--- config.mk ---
export PLATFORM = sky130hd
export DESIGN_NAME = hline_timer
export DESIGN_NICKNAME = d
export VERILOG_FILES = /design/src/rtl/hline_pkg.sv /design/src/rtl/hline_counter.sv /design/src/rtl/hline_decode.sv /design/src/rtl/hline_outreg.sv /design/src/rtl/hline_timer.sv
export SDC_FILE = /design/constraint.sdc
export NUM_CORES = 1
export LEC_CHECK = 0
export ABC_AREA = 1
export BUFFER_PORTS_ARGS = -buffer_cell sky130_fd_sc_hd__buf_2
export CAP_MARGIN = 10
export CORE_MARGIN = 8
export CORE_UTILIZATION = 52
export DETAILED_ROUTE_END_ITERATION = 12
export MAX_ROUTING_LAYER = met4
export PLACE_DENSITY_LB_ADDON = 0.12
export SLEW_MARGIN = 40
export SYNTH_ARGS = -nofsm -noshare
export SYNTH_HDL_FRONTEND = slang
export SYNTH_SLANG_ARGS = --single-unit
--- constraint.sdc ---
create_clock -name clk -period 1.4 [get_ports clk]
set_input_delay 0.28 -clock clk [delete_from_list [all_inputs] [get_ports clk]]
set_output_delay 0.28 -clock clk [all_outputs]
set_load 0.1 [all_outputs]
--- src/rtl/hline_pkg.sv ---
// Shared types for the horizontal line timing generator.
// Assumes a 3-bit region code read by the downstream sample path.
package hline_pkg;

    typedef enum logic [2:0] {
        RGN_BLANK = 3'd0,
        RGN_DUMMY = 3'd1,
        RGN_FOB   = 3'd2,
        RGN_EFF   = 3'd3,
        RGN_ROB   = 3'd4,
        RGN_IGN   = 3'd5
    } region_t;

endpackage

--- src/rtl/hline_counter.sv ---
// Pixel position counter for one CCD line.
// Keeps a half-period bit (two ticks per pixel) and a pixel index that wraps
// at LINE_LEN-1. The run flag samples enable only while idle or on the last
// tick of a line, so a line is never cut short.
// Assumes LINE_LEN >= 2.
module hline_counter #(
    parameter int LINE_LEN = 3621,
    localparam int PW = $clog2(LINE_LEN)
) (
    input  logic          clk,
    input  logic          rst_n,
    input  logic          enable,
    output logic [PW-1:0] pix,
    output logic          half,
    output logic          running,
    output logic          line_start
);

    localparam logic [PW-1:0] LAST_PIX = PW'(LINE_LEN - 1);

    // Advance half-period and pixel index; resample enable at line boundary.
    always_ff @(posedge clk) begin
        if (!rst_n) begin
            running <= 1'b0;
            pix     <= '0;
            half    <= 1'b0;
        end else if (!running) begin
            running <= enable;
            pix     <= '0;
            half    <= 1'b0;
        end else begin
            half <= ~half;
            if (half) begin
                if (pix == LAST_PIX) begin
                    pix     <= '0;
                    running <= enable;
                end else begin
                    pix <= pix + 1'b1;
                end
            end
        end
    end

    // First tick of pixel 0 of a running line.
    always_comb begin
        line_start = running && (pix == '0) && !half;
    end

endmodule

--- src/rtl/hline_decode.sv ---
// Maps a pixel index to its region code, a readout flag and the
// vertical-window qualifier. Purely combinational.
// Assumes DUMMY_W+FOB_W+EFF_W+ROB_W+2*GUARD < LINE_LEN and 2*IGN_W <= EFF_W.
module hline_decode
    import hline_pkg::*;
#(
    parameter int LINE_LEN = 3621,
    parameter int DUMMY_W  = 31,
    parameter int FOB_W    = 20,
    parameter int EFF_W    = 3040,
    parameter int ROB_W    = 50,
    parameter int IGN_W    = 4,
    parameter int GUARD    = 8,
    localparam int PW = $clog2(LINE_LEN)
) (
    input  logic [PW-1:0] pix,
    input  logic          running,
    output region_t       region,
    output logic          readout,
    output logic          vwin_pix
);

    localparam int FOB_START = DUMMY_W;
    localparam int EFF_START = FOB_START + FOB_W;
    localparam int ROB_START = EFF_START + EFF_W;
    localparam int ROB_END   = ROB_START + ROB_W;

    localparam logic [PW-1:0] P_FOB   = PW'(FOB_START);
    localparam logic [PW-1:0] P_EFF   = PW'(EFF_START);
    localparam logic [PW-1:0] P_ROB   = PW'(ROB_START);
    localparam logic [PW-1:0] P_BLK   = PW'(ROB_END);
    localparam logic [PW-1:0] P_VOPEN = PW'(ROB_END + GUARD);
    localparam logic [PW-1:0] P_VSHUT = PW'(LINE_LEN - 1 - GUARD);

    logic [PW-1:0] eff_idx;
    logic          eff_edge;

    // Offset of the pixel within the effective run.
    always_comb begin
        eff_idx = pix - P_EFF;
    end

    // Ignored-edge flag; absent when no edge columns are configured.
    generate
        if (IGN_W > 0) begin : g_ign
            localparam logic [PW-1:0] P_IGN_LO = PW'(IGN_W);
            localparam logic [PW-1:0] P_IGN_HI = PW'(EFF_W - IGN_W);
            always_comb begin
                eff_edge = (eff_idx < P_IGN_LO) || (eff_idx >= P_IGN_HI);
            end
        end else begin : g_no_ign
            always_comb begin
                eff_edge = 1'b0;
            end
        end
    endgenerate

    // Region code from the pixel position, blanking when not running.
    always_comb begin
        if (!running)            region = RGN_BLANK;
        else if (pix < P_FOB)    region = RGN_DUMMY;
        else if (pix < P_EFF)    region = RGN_FOB;
        else if (pix < P_ROB)    region = eff_edge ? RGN_IGN : RGN_EFF;
        else if (pix < P_BLK)    region = RGN_ROB;
        else                     region = RGN_BLANK;
    end

    // Readout and vertical-window qualifiers.
    always_comb begin
        readout  = running && (pix < P_BLK);
        vwin_pix = running && (pix >= P_VOPEN) && (pix <= P_VSHUT);
    end

endmodule

--- src/rtl/hline_outreg.sv ---
// Output stage: forms the horizontal phases, final-stage clock and
// reset gate from the half-period bit, and registers them together with
// the region code, sync strobe and vertical window so all leave on the
// same tick.
// Assumes inputs come from the counter and decoder of the same cycle.
module hline_outreg
    import hline_pkg::*;
(
    input  logic       clk,
    input  logic       rst_n,
    input  logic       running,
    input  logic       half,
    input  logic       readout,
    input  logic       vwin_pix,
    input  logic       line_start,
    input  region_t    region_in,
    output logic       h1,
    output logic       h2,
    output logic       lh,
    output logic       rg,
    output logic       hsync,
    output logic       vwin,
    output logic [2:0] region
);

    logic ph1_next;
    logic ph2_next;

    // Phase values: toggling in readout, parked h1 high in blanking.
    always_comb begin
        ph1_next = readout ? !half : 1'b1;
        ph2_next = readout ? half  : 1'b0;
    end

    // Register every line-timing output on the same edge.
    always_ff @(posedge clk) begin
        if (!rst_n) begin
            h1     <= 1'b1;
            h2     <= 1'b0;
            lh     <= 1'b0;
            rg     <= 1'b0;
            hsync  <= 1'b0;
            vwin   <= 1'b0;
            region <= RGN_BLANK;
        end else begin
            h1     <= ph1_next;
            h2     <= ph2_next;
            lh     <= ph2_next;
            rg     <= running && !half;
            hsync  <= line_start;
            vwin   <= vwin_pix;
            region <= region_in;
        end
    end

endmodule

--- src/rtl/hline_timer.sv ---
// Top of the CCD horizontal line timing generator. Runs on a tick clock at
// twice the pixel rate and emits per-pixel phases, reset gate, region code,
// line sync and the vertical-transfer window for fixed-layout lines.
// Assumes synchronous active-low reset and enable from the same clock domain.
module hline_timer #(
    parameter int LINE_LEN = 3621,
    parameter int DUMMY_W  = 31,
    parameter int FOB_W    = 20,
    parameter int EFF_W    = 3040,
    parameter int ROB_W    = 50,
    parameter int IGN_W    = 4,
    parameter int GUARD    = 8
) (
    input  logic       clk,
    input  logic       rst_n,
    input  logic       enable,
    output logic       h1,
    output logic       h2,
    output logic       lh,
    output logic       rg,
    output logic       hsync,
    output logic       vwin,
    output logic [2:0] region
);

    localparam int PW = $clog2(LINE_LEN);

    logic [PW-1:0]        pix;
    logic                 half;
    logic                 running;
    logic                 line_start;
    hline_pkg::region_t   rgn_cur;
    logic                 readout;
    logic                 vwin_pix;

    hline_counter #(
        .LINE_LEN (LINE_LEN)
    ) u_counter (
        .clk        (clk),
        .rst_n      (rst_n),
        .enable     (enable),
        .pix        (pix),
        .half       (half),
        .running    (running),
        .line_start (line_start)
    );

    hline_decode #(
        .LINE_LEN (LINE_LEN),
        .DUMMY_W  (DUMMY_W),
        .FOB_W    (FOB_W),
        .EFF_W    (EFF_W),
        .ROB_W    (ROB_W),
        .IGN_W    (IGN_W),
        .GUARD    (GUARD)
    ) u_decode (
        .pix      (pix),
        .running  (running),
        .region   (rgn_cur),
        .readout  (readout),
        .vwin_pix (vwin_pix)
    );

    hline_outreg u_outreg (
        .clk        (clk),
        .rst_n      (rst_n),
        .running    (running),
        .half       (half),
        .readout    (readout),
        .vwin_pix   (vwin_pix),
        .line_start (line_start),
        .region_in  (rgn_cur),
        .h1         (h1),
        .h2         (h2),
        .lh         (lh),
        .rg         (rg),
        .hsync      (hsync),
        .vwin       (vwin),
        .region     (region)
    );

endmodule

==> impl_metrics.ini, run 1 <==
[status]
status = finished, violations left
violations = negative setup slack

[sta]
timing.final.crit_share_pct = 113
whs_ns = 0.155
drv_slew = 0
fin_tns_setup_ns = -1.45
final.setup.worst_slack_ns = -0.184
skew_ns = 0.0127
min_period_ns = 1.58
setup_violations = 14
maxSlewHeadroom_pct = 67.6
worst_slew_pin_slew_ns = 0.489
max_freq_mhz = 631
rsz0062_at_grt = true
hold_viol = 0

[synthesis]
netlist_instances = 203
synth_ff_type = dfxtp_1
synth_fp_nets = 209
ys_warn_count = 0
yosysTopAreaCell = dfxtp_1
synth_edf_count = 0
synth_cell_types = 27
synth-seq-cells = 22
ys_seq_area_share_pct = 33.8
async_flop_share_pct = 0
synth_area_um2 = 1300
synth_area_per_cell_um2 = 6.41
synth_top_area_share_pct = 33.8
synth_area_leaders = dfxtp_1, nand2_1, inv_1

[routing]
drc = 0
wirelength_mm = 4.73
vias_per_cell = 5.68
wl_per_cell_um = 15.9
via_count = 1687
dr.first_iter.drc_count = 163
firstDrtPassIters = 5
ant_nets = 0

[floorplan]
fp-row-count = 18
die_w_um = 66.0
die_h_um = 66.0
core_area_um2 = 2430
die_area_um2 = 4360
io_pins = 12
initial_core_util_pct = 53.5

[setup_path]
path_max_fanout = 5
arrival_ns = 1.86
r2r_slack_ns = -0.18
end_kind = flip-flop
required_ns = 1.67
rr_endpoint = u_counter.pix[11]
startpoint = u_counter.pix[2]
critPathLaunchType = flip-flop
rr_worst_depth = 9
worstSetupPathType = flip-flop to flip-flop
r2r-start = u_counter.pix[2]
crit_end = u_counter.pix[11]

[clock_tree]
ctsRootBufferMaster = clkbuf_4
cts_sinks = 22
cts_max_level = 1
cts_tree = built
ctsHoldBuffers = 0
clock_latency_ns = 0.32
clock_path_buffers = 2
cts_buffers = 3
clkTransAtPathRegs_ns = 0.14

[power]
p_per_area_nw_per_um2 = 572
power_leakage_nw = 0.962
vdd_drop_max_uv = 656

[cells_and_area]
drive_gt1_share_pct = 50.6
diodes = 0
syn_to_final_growth_pct = 57.5
nets = 274

[grt]
grt_max_degree = 13
antenna_found_initial = 0
grt_usage_pct = 19.3
grt_pass1_wl_mm = 6.58
globalRouteOverflowTotal = 0
grt_pass1_vias = 1572

[placement]
io_buffers = 11
post-dp-hpwl_mm = 2.84
place_congestion = 0.913

[worst_hold_path]
hold_class = input pin to flip-flop
whs_path_depth = 3

[job]
maxCapViolCount = 0
==> flip-flops by register name, indices dropped and copies added (netlist names) <==
signal / flops
u_counter.half: 1
u_counter.running: 1
u_outreg.h1: 1
u_outreg.vwin: 1
u_outreg.hsync: 1
u_outreg.h2: 1
u_outreg.rg: 1
u_outreg.region: 3
u_counter.pix: 12
==> report_power, final <==
part / total, W / switching (W) / leakage (nW) / internal (W)
Combinational: 0.000154 / 0.000110 / 0.758 / 0.0000443
Clock: 0.000378 / 0.000219 / 0.0210 / 0.000159
Sequential: 0.000640 / 0.00000566 / 0.183 / 0.000634
Total: 0.00117 / 0.000335 / 0.962 / 0.000837
==> cell usage in the layout, fill, tap and decap left out, types with 3 or more instances in the layout <==
| cell | netlist | routed |
|---|---|---|
| clkbuf_4 | 0 | 3 |
| inv_2 | 2 | 7 |
| nand3_1 | 17 | 13 |
| nor2_1 | 25 | 16 |
| buf_2 | 0 | 11 |
| a21oi_1 | 7 | 4 |
| nand2_1 | 55 | 45 |
| buf_4 | 2 | 45 |
| nand2_2 | 8 | 13 |
| dfxtp_4 | 0 | 3 |
| dfxtp_2 | 0 | 5 |
| a21oi_2 | 0 | 3 |
| nand4_1 | 3 | 3 |
| dfxtp_1 | 22 | 14 |
| buf_6 | 0 | 6 |
| nor3_2 | 1 | 4 |
| inv_1 | 28 | 21 |
| nand2_4 | 0 | 5 |
| nand3_2 | 1 | 4 |
| o21ai_1 | 1 | 5 |
| nor2_2 | 4 | 11 |
==> metrics by stage <==
stage	setup slack [ns]	power (W)	util [%]	std cells	instance area [µm²]
2_1_floorplan	-0.00468	0.000747	-	203	1310
4_1_cts	-0.126	0.00115	76.5	290	1860
5_1_grt	-0.281	0.00120	84.3	297	2050
3_5_place_dp	-0.182	0.000790	70.0	284	1700
6_report	-0.184	0.00117	84.3	297	2050
3_3_place_gp	-0.114	0.000788	70.0	284	1700
==> critical path: stages (launching register included) <==
cell	delay (ns)
dfxtp_4	0.43
inv_2	0.07
nor3_4	0.20
nand2_2	0.10
nor2_2	0.13
nand2_2	0.09
nor2_2	0.11
nand2_2	0.09
o21ai_1	0.15
nor3b_2	0.16
==> per-layer routing <==
| layer | vias up | GRT usage, % | routed length (µm) |
|---|---|---|---|
| met3 | 29 | 2.37 | 411 |
| li1 | 779 | - | - |
| met5 | - | - | 0 |
| met4 | 0 | 7.73 | 231 |
| met1 | 773 | 21.6 | 1840 |
| met2 | 106 | 33.9 | 2250 |
==> final cells by class <==
cell class              instances  area [µm²]
fillers                       126         383
inverters                      30         118
multi-input cells             149         940
repair buffers                 62         460
well taps                      30        37.5
flip-flops and latches         22         458
clock buffers                   4        36.3
==> synthesized netlist by cell type, types with 2 or more instances <==
cell type,instances
ha_1,3
a21oi_1,7
nor2_2,4
nor3_1,7
inv_1,28
nor2_1,25
nand2_1,55
o21ai_0,6
nand2_2,8
inv_2,2
nand4_1,3
dfxtp_1,22
buf_4,2
o22ai_1,2
nand3_1,17
==> kinds of logic (layout without fill, tap and decap cells) <==
family | after synthesis | after routing | share of synthesized area, %
buffers and inverters | 32 | 96 | 9.81
DFF | 22 | 22 | 33.8
adders and majority gates | 3 | 3 | 2.88
xor gates and xnor gates | 1 | 1 | 0.673
and+or+nand+nor | 123 | 123 | 42.6
AOI/OAI and AO/OA | 22 | 22 | 10.2
==> worst min path at each step <==
| stage | start | to | slack (ns) |
|---|---|---|---|
| global route | enable | u_counter.running | 0.16 |
| global placement | u_counter.pix[0] | u_counter.pix[0] | 0.47 |
| finish | enable | u_counter.running | 0.15 |
| CTS | enable | u_counter.running | 0.16 |
| floorplan | rst_n | u_counter.running | 0.39 |
| detailed placement | enable | u_counter.running | 0.49 |
==> repair_timing <==
action	in CTS	in global routing
hold endpoints to repair	0	0
resized for setup	31	42
pin swaps	8	19
endpoints found under the setup margin	16	18
setup buffers	2	9
No activity file was read; power rests on OpenSTA's default activity.
==> run 2: changes to the inputs <==
--- a/config.mk
+++ b/config.mk
@@ -8,7 +8,7 @@
 export ABC_AREA = 1
 export BUFFER_PORTS_ARGS = -buffer_cell sky130_fd_sc_hd__buf_2
 export CAP_MARGIN = 10
-export CORE_MARGIN = 8
+export CORE_MARGIN = 5
 export CORE_UTILIZATION = 52
 export DETAILED_ROUTE_END_ITERATION = 12
 export MAX_ROUTING_LAYER = met4
==> run 2 against run 1 <==
  * The flow still finishes with violations (negative setup slack)
  * Setup slack improved by 0.0060 ns
  * Critical endpoint is now u_counter.pix[10]
  * Largest power group unchanged
  * Sequential power about the same
  * Final area about the same
  * Highest routed layer unchanged
  * First-iteration DRC count decreased by 47%
  * Largest cell class unchanged
  * Maximum frequency increased by 0.38%
  * Count of clock-buffer cells in the layout decreased by 1
==> impl_metrics.ini, run 2 (synthesized netlist as in run 1, its figures left out) <==
[setup_path]
path_max_fanout = 7
end_kind = flip-flop
worstSetupPathType = flip-flop to flip-flop
critPathLaunchType = flip-flop
arrival_ns = 1.82
r2r_slack_ns = -0.18
required_ns = 1.64

[cells_and_area]
top_register = u_counter.pix
fill_cells = 137
final_cell_mix = buf_4, nand2_1, inv_1
nets = 275
largest_register_ffs = 12
drive_gt1_share_pct = 49.6
top_regs = u_counter.pix (12), u_outreg.region (3)
mostFrequentLayoutCell = buf_4
diodes = 0
syn_to_final_growth_pct = 57.4
fin_area_um2 = 2050
final_util_pct = 84.2

[routing]
dr.first_iter.drc_count = 87
wirelength_mm = 4.84
wl_per_cell_um = 16.2
via_count = 1681
dr_wl_met2_mm = 2.29
firstDrtPassIters = 5
ant_nets = 0
vias_per_cell = 5.64
dr_wl_met3_um = 411
top_layer = met4
met1Wirelength_mm = 1.94
drc = 0

[floorplan]
die_w_um = 60.0
io_pins = 12
initial_core_util_pct = 53.5
die_area_um2 = 3600
core_area_um2 = 2430
die_h_um = 60.0
fp-row-count = 18

[clock_tree]
cts_sinks = 22
clkTransAtPathRegs_ns = 0.15
clock_latency_ns = 0.33
cts_tree = built
cts_max_level = 1
cts_buffers = 3
ctsRootBufferMaster = clkbuf_4
clock_path_buffers = 2

[sta]
whs_ns = 0.156
timing.final.crit_share_pct = 113
worst_slew_pin_slew_ns = 0.485
rsz0062_at_grt = true
drv_slew = 0
final.setup.worst_slack_ns = -0.178
min_period_ns = 1.58
maxSlewHeadroom_pct = 67.9
skew_ns = 0.0150
max_freq_mhz = 634
setup_violations = 16
hold_viol = 0

[status]
status = finished, violations left
violations = negative setup slack

[placement]
placed_cell_area_um2 = 1700
place_congestion = 0.915
post-place-ws_ns = -0.164
post-dp-hpwl_mm = 2.86
io_buffers = 11

[power]
net-switching-power_w = 0.000344
clockPowerShare_pct = 39.6
intPower_w = 0.000963
p_per_area_nw_per_um2 = 638
vdd_drop_max_uv = 539
pwr-share-comb_pct = 11.5
power_frac_seq_pct = 48.9
power_leakage_nw = 0.968
p_sw_share_pct = 26.3

[job]
maxCapViolCount = 0

[grt]
grt_usage_pct = 24.9
grt_pass1_vias = 1519
globalRouteOverflowTotal = 0
antenna_found_initial = 0
grt_pass1_wl_mm = 6.45
grt_max_degree = 14

[worst_hold_path]
hold_class = input pin to flip-flop
run 2: cell count changes in the layout (fill, tap and decap cells not counted), sizes merged:
cell    change
clkbuf      +2
buf         -2
bufinv      +1
run 2: timing repair:
action | 4_1_cts | 5_1_grt
endpoints found under the hold margin | 0 | 0
hold buffers | 0 | 0
setup buffers | 5 | 5
pin swaps | 11 | 16
endpoints found under the setup margin | 14 | 21
gates cloned | 0 | 0
resized for setup | 24 | 45
run 2: final timing paths:
path	cells past startpoint	startpoint	to
max	9	u_counter.pix[0]	u_counter.pix[10]
min	3	enable	u_counter.running
max reg2reg	9	u_counter.pix[0]	u_counter.pix[10]
min reg2reg	2	u_counter.pix[1]	u_counter.pix[1]
run 2: per-stage QoR:
stage	power [W]	setup TNS, ns	std cells
3_5_place_dp	0.000786	-0.859	284
6_report	0.00131	-1.42	298
3_3_place_gp	0.000784	-0.518	284
2_1_floorplan	0.000747	-0.00563	203
5_1_grt	0.00134	-3.11	298
4_1_cts	0.00129	-0.457	293
run 2: critical path: stages (launching register included):
cell and delay [ns]:
dfxtp_4 0.40, buf_4 0.14, inv_4 0.06, ha_4 0.13, nand3_2 0.07, nor2_2 0.09, nand2_2 0.08, o21ai_4 0.28
o21bai_1 0.17, a21oi_1 0.07
run 2: power groups by stage:
stage / sequential, W / combinational, W / clock [W]
global route: 0.000640 / 0.000157 / 0.000546
floorplan: 0.000714 / 0.0000328 / 0
detailed placement: 0.000658 / 0.000128 / 0
CTS: 0.000641 / 0.000133 / 0.000513
global placement: 0.000658 / 0.000126 / 0
finish: 0.000639 / 0.000150 / 0.000518
run 2: routing by layer:
layer  up-vias  GRT usage, %
met3        21          4.32
met2        97          39.7
met5         -             -
met4         0          15.2
li1        787             -
met1       776          29.0
run 2: final cells by class:
type	instances	area [µm²]	share of cell area [%]
clock buffers	3	22.5	1.10
clock inverters	1	30.0	1.47
inverters	30	123	5.99
multi-input cells	149	912	44.5
flip-flops and latches	22	463	22.6
well taps	30	37.5	1.83
repair buffers	63	460	22.5
==> run 3: changes to the inputs <==
--- a/config.mk
+++ b/config.mk
@@ -12,7 +12,7 @@
 export CORE_UTILIZATION = 52
 export DETAILED_ROUTE_END_ITERATION = 12
 export MAX_ROUTING_LAYER = met4
-export PLACE_DENSITY_LB_ADDON = 0.12
+export PLACE_DENSITY = 0.74
 export SLEW_MARGIN = 40
 export SYNTH_ARGS = -nofsm -noshare
 export SYNTH_HDL_FRONTEND = slang
==> run 3 against run 2 <==
  * Cell count increased by 1.7%
  * Count of clock-buffer cells in the layout increased by 1
  * First-iteration DRC count increased by 66%
  * Total power decreased by 10%
  * Maximum frequency decreased by 8.1%
  * Final area increased by 3.7%
  * Critical path depth unchanged
  * Wire length increased by 9.2%
  * Highest routed layer unchanged
  * Non-clock buffer count increased by 5
  * The flow still finishes with violations (negative setup slack)
==> impl_metrics.ini, run 3 (synthesized netlist as in run 1, its figures left out) <==
[sta]
max_freq_mhz = 583
worst_slew_pin_slew_ns = 0.488
drv_slew = 0
min_period_ns = 1.72
skew_ns = 0.00446
maxSlewHeadroom_pct = 67.7
whs_ns = 0.143
setup_violations = 19
final.setup.worst_slack_ns = -0.317
fin_tns_setup_ns = -2.49
timing.final.crit_share_pct = 123
hold_viol = 0
rsz0062_at_grt = true

[setup_path]
required_ns = 1.65
end_kind = flip-flop
cp_slowest_cell = dfxtp_4
path_cells = inv_4 -> nor3_4 -> nand2_2 -> nor2_4 -> nand2_2 -> nor2_2 -> nand2_2 -> o21ai_2 -> nor3b_2
crit_path_frequent_cell = nand2_2
worstSetupPathType = flip-flop to flip-flop
slowest_delay_ns = 0.42
crit_family = simple AND/OR/NAND/NOR gates
critPathBufInv = 1
arrival_ns = 1.97
path_max_fanout = 3
critPathLaunchType = flip-flop

[power]
power_w = 0.00118
power_leakage_nw = 1.00
p_per_area_nw_per_um2 = 553
vdd_drop_max_uv = 721

[floorplan]
initial_core_util_pct = 53.5
die_w_um = 60.0
core_area_um2 = 2430
io_pins = 12
die_h_um = 60.0
fp-row-count = 18
die_area_um2 = 3600

[cells_and_area]
nets = 280
diodes = 0
fill_cells = 106
drive_gt1_share_pct = 53.1
mostFrequentLayoutCell = buf_4
top_register = u_counter.pix
syn_to_final_growth_pct = 63.3
largest_register_ffs = 12
top_regs = u_counter.pix (12), u_outreg.region (3)
final_util_pct = 87.3
final_cell_mix = buf_4, nand2_1, inv_1

[grt]
grt_max_degree = 13
grt_usage_pct = 25.0
grt_pass1_wl_mm = 6.54
grt_pass1_vias = 1564
globalRouteOverflowTotal = 0
antenna_found_initial = 0

[clock_tree]
clock_path_buffers = 2
clkTransAtPathRegs_ns = 0.14
ctsRootBufferMaster = clkbuf_4
cts_max_level = 1
cts_buffers = 3
cts_sinks = 22
ctsHoldBuffers = 0
clock_latency_ns = 0.33
cts_tree = built

[job]
maxCapViolCount = 0

[status]
status = finished, violations left
violations = negative setup slack

[routing]
vias_per_cell = 5.93
firstDrtPassIters = 8
wirelength_mm = 5.29
dr.first_iter.drc_count = 144
via_count = 1797
ant_nets = 0
wl_per_cell_um = 17.4
drc = 0

[worst_hold_path]
hold_class = input pin to flip-flop

[placement]
io_buffers = 11
post-dp-hpwl_mm = 2.79
place_congestion = 0.971
run 3: cell types whose count changed in the layout (fill, tap and decap cells not counted), moves of 3 or more:
cell / delta
nor2_2: -3
buf_6: +3
nand2_1: -3
nor2_4: +3
nand2_4: +3
a21oi_2: +3
a21oi_1: -3
run 3: final cells by class:
| type | count | area [µm²] | area share (%) |
|---|---|---|---|
| flip-flops and latches | 22 | 462 | 21.7 |
| clock buffers | 4 | 36.3 | 1.71 |
| inverters | 30 | 123 | 5.77 |
| multi-input cells | 149 | 962 | 45.3 |
| repair buffers | 68 | 504 | 23.7 |
| well taps | 30 | 37.5 | 1.77 |
run 3: path summary, 6_finish.rpt:
| check | from | end | slack (ns) | cells after the start |
|---|---|---|---|---|
| worst max register to register | u_counter.pix[2] | u_counter.pix[11] | -0.32 | 9 |
| worst min-delay path | enable | u_counter.running | 0.14 | 3 |
| worst min register to register | u_counter.half | u_outreg.rg | 0.57 | 2 |
| worst max-delay path | u_counter.pix[2] | u_counter.pix[11] | -0.32 | 9 |
run 3: worst register-to-register path, stage by stage, from the launching register on:
cell and delay, ns:
dfxtp_4 0.42, inv_4 0.06, nor3_4 0.22, nand2_2 0.12
nor2_4 0.12, nand2_2 0.09, nor2_2 0.11, nand2_2 0.09
o21ai_2 0.16, nor3b_2 0.25
run 3: what timing repair did:
item | CTS | global route
buffers inserted | 6 | 10
gates resized for setup | 30 | 52
endpoints found under the setup margin | 12 | 19
hold endpoints to repair | 0 | 0
pin swaps | 9 | 10
run 3: power by group:
| group | switching, W | leakage [nW] | total [W] | internal [W] |
|---|---|---|---|---|
| registers | 0.00000552 | 0.184 | 0.000638 | 0.000632 |
| clock network | 0.000228 | 0.0210 | 0.000387 | 0.000160 |
| logic | 0.000110 | 0.800 | 0.000151 | 0.0000409 |
run 3: layer usage:
| metal | share of wire [%] | vias to the layer above | wire length (µm) | track usage [%] |
|---|---|---|---|---|
| met5 | 0 | - | 0 | - |
| met4 | 5.7 | 0 | 299 | 13.3 |
| met3 | 12 | 39 | 620 | 3.46 |
| met2 | 46 | 152 | 2430 | 42.0 |
| met1 | 37 | 815 | 1930 | 28.6 |
| li1 | - | 791 | - | - |
run 3: through the flow:
step	worst slack, ns	instance area, µm²	std cells
2_1_floorplan	-0.00468	1310	203
3_3_place_gp	-0.132	1700	284
3_5_place_dp	-0.154	1700	284
4_1_cts	-0.145	1890	294
5_1_grt	-0.390	2120	303
6_report	-0.317	2120	303
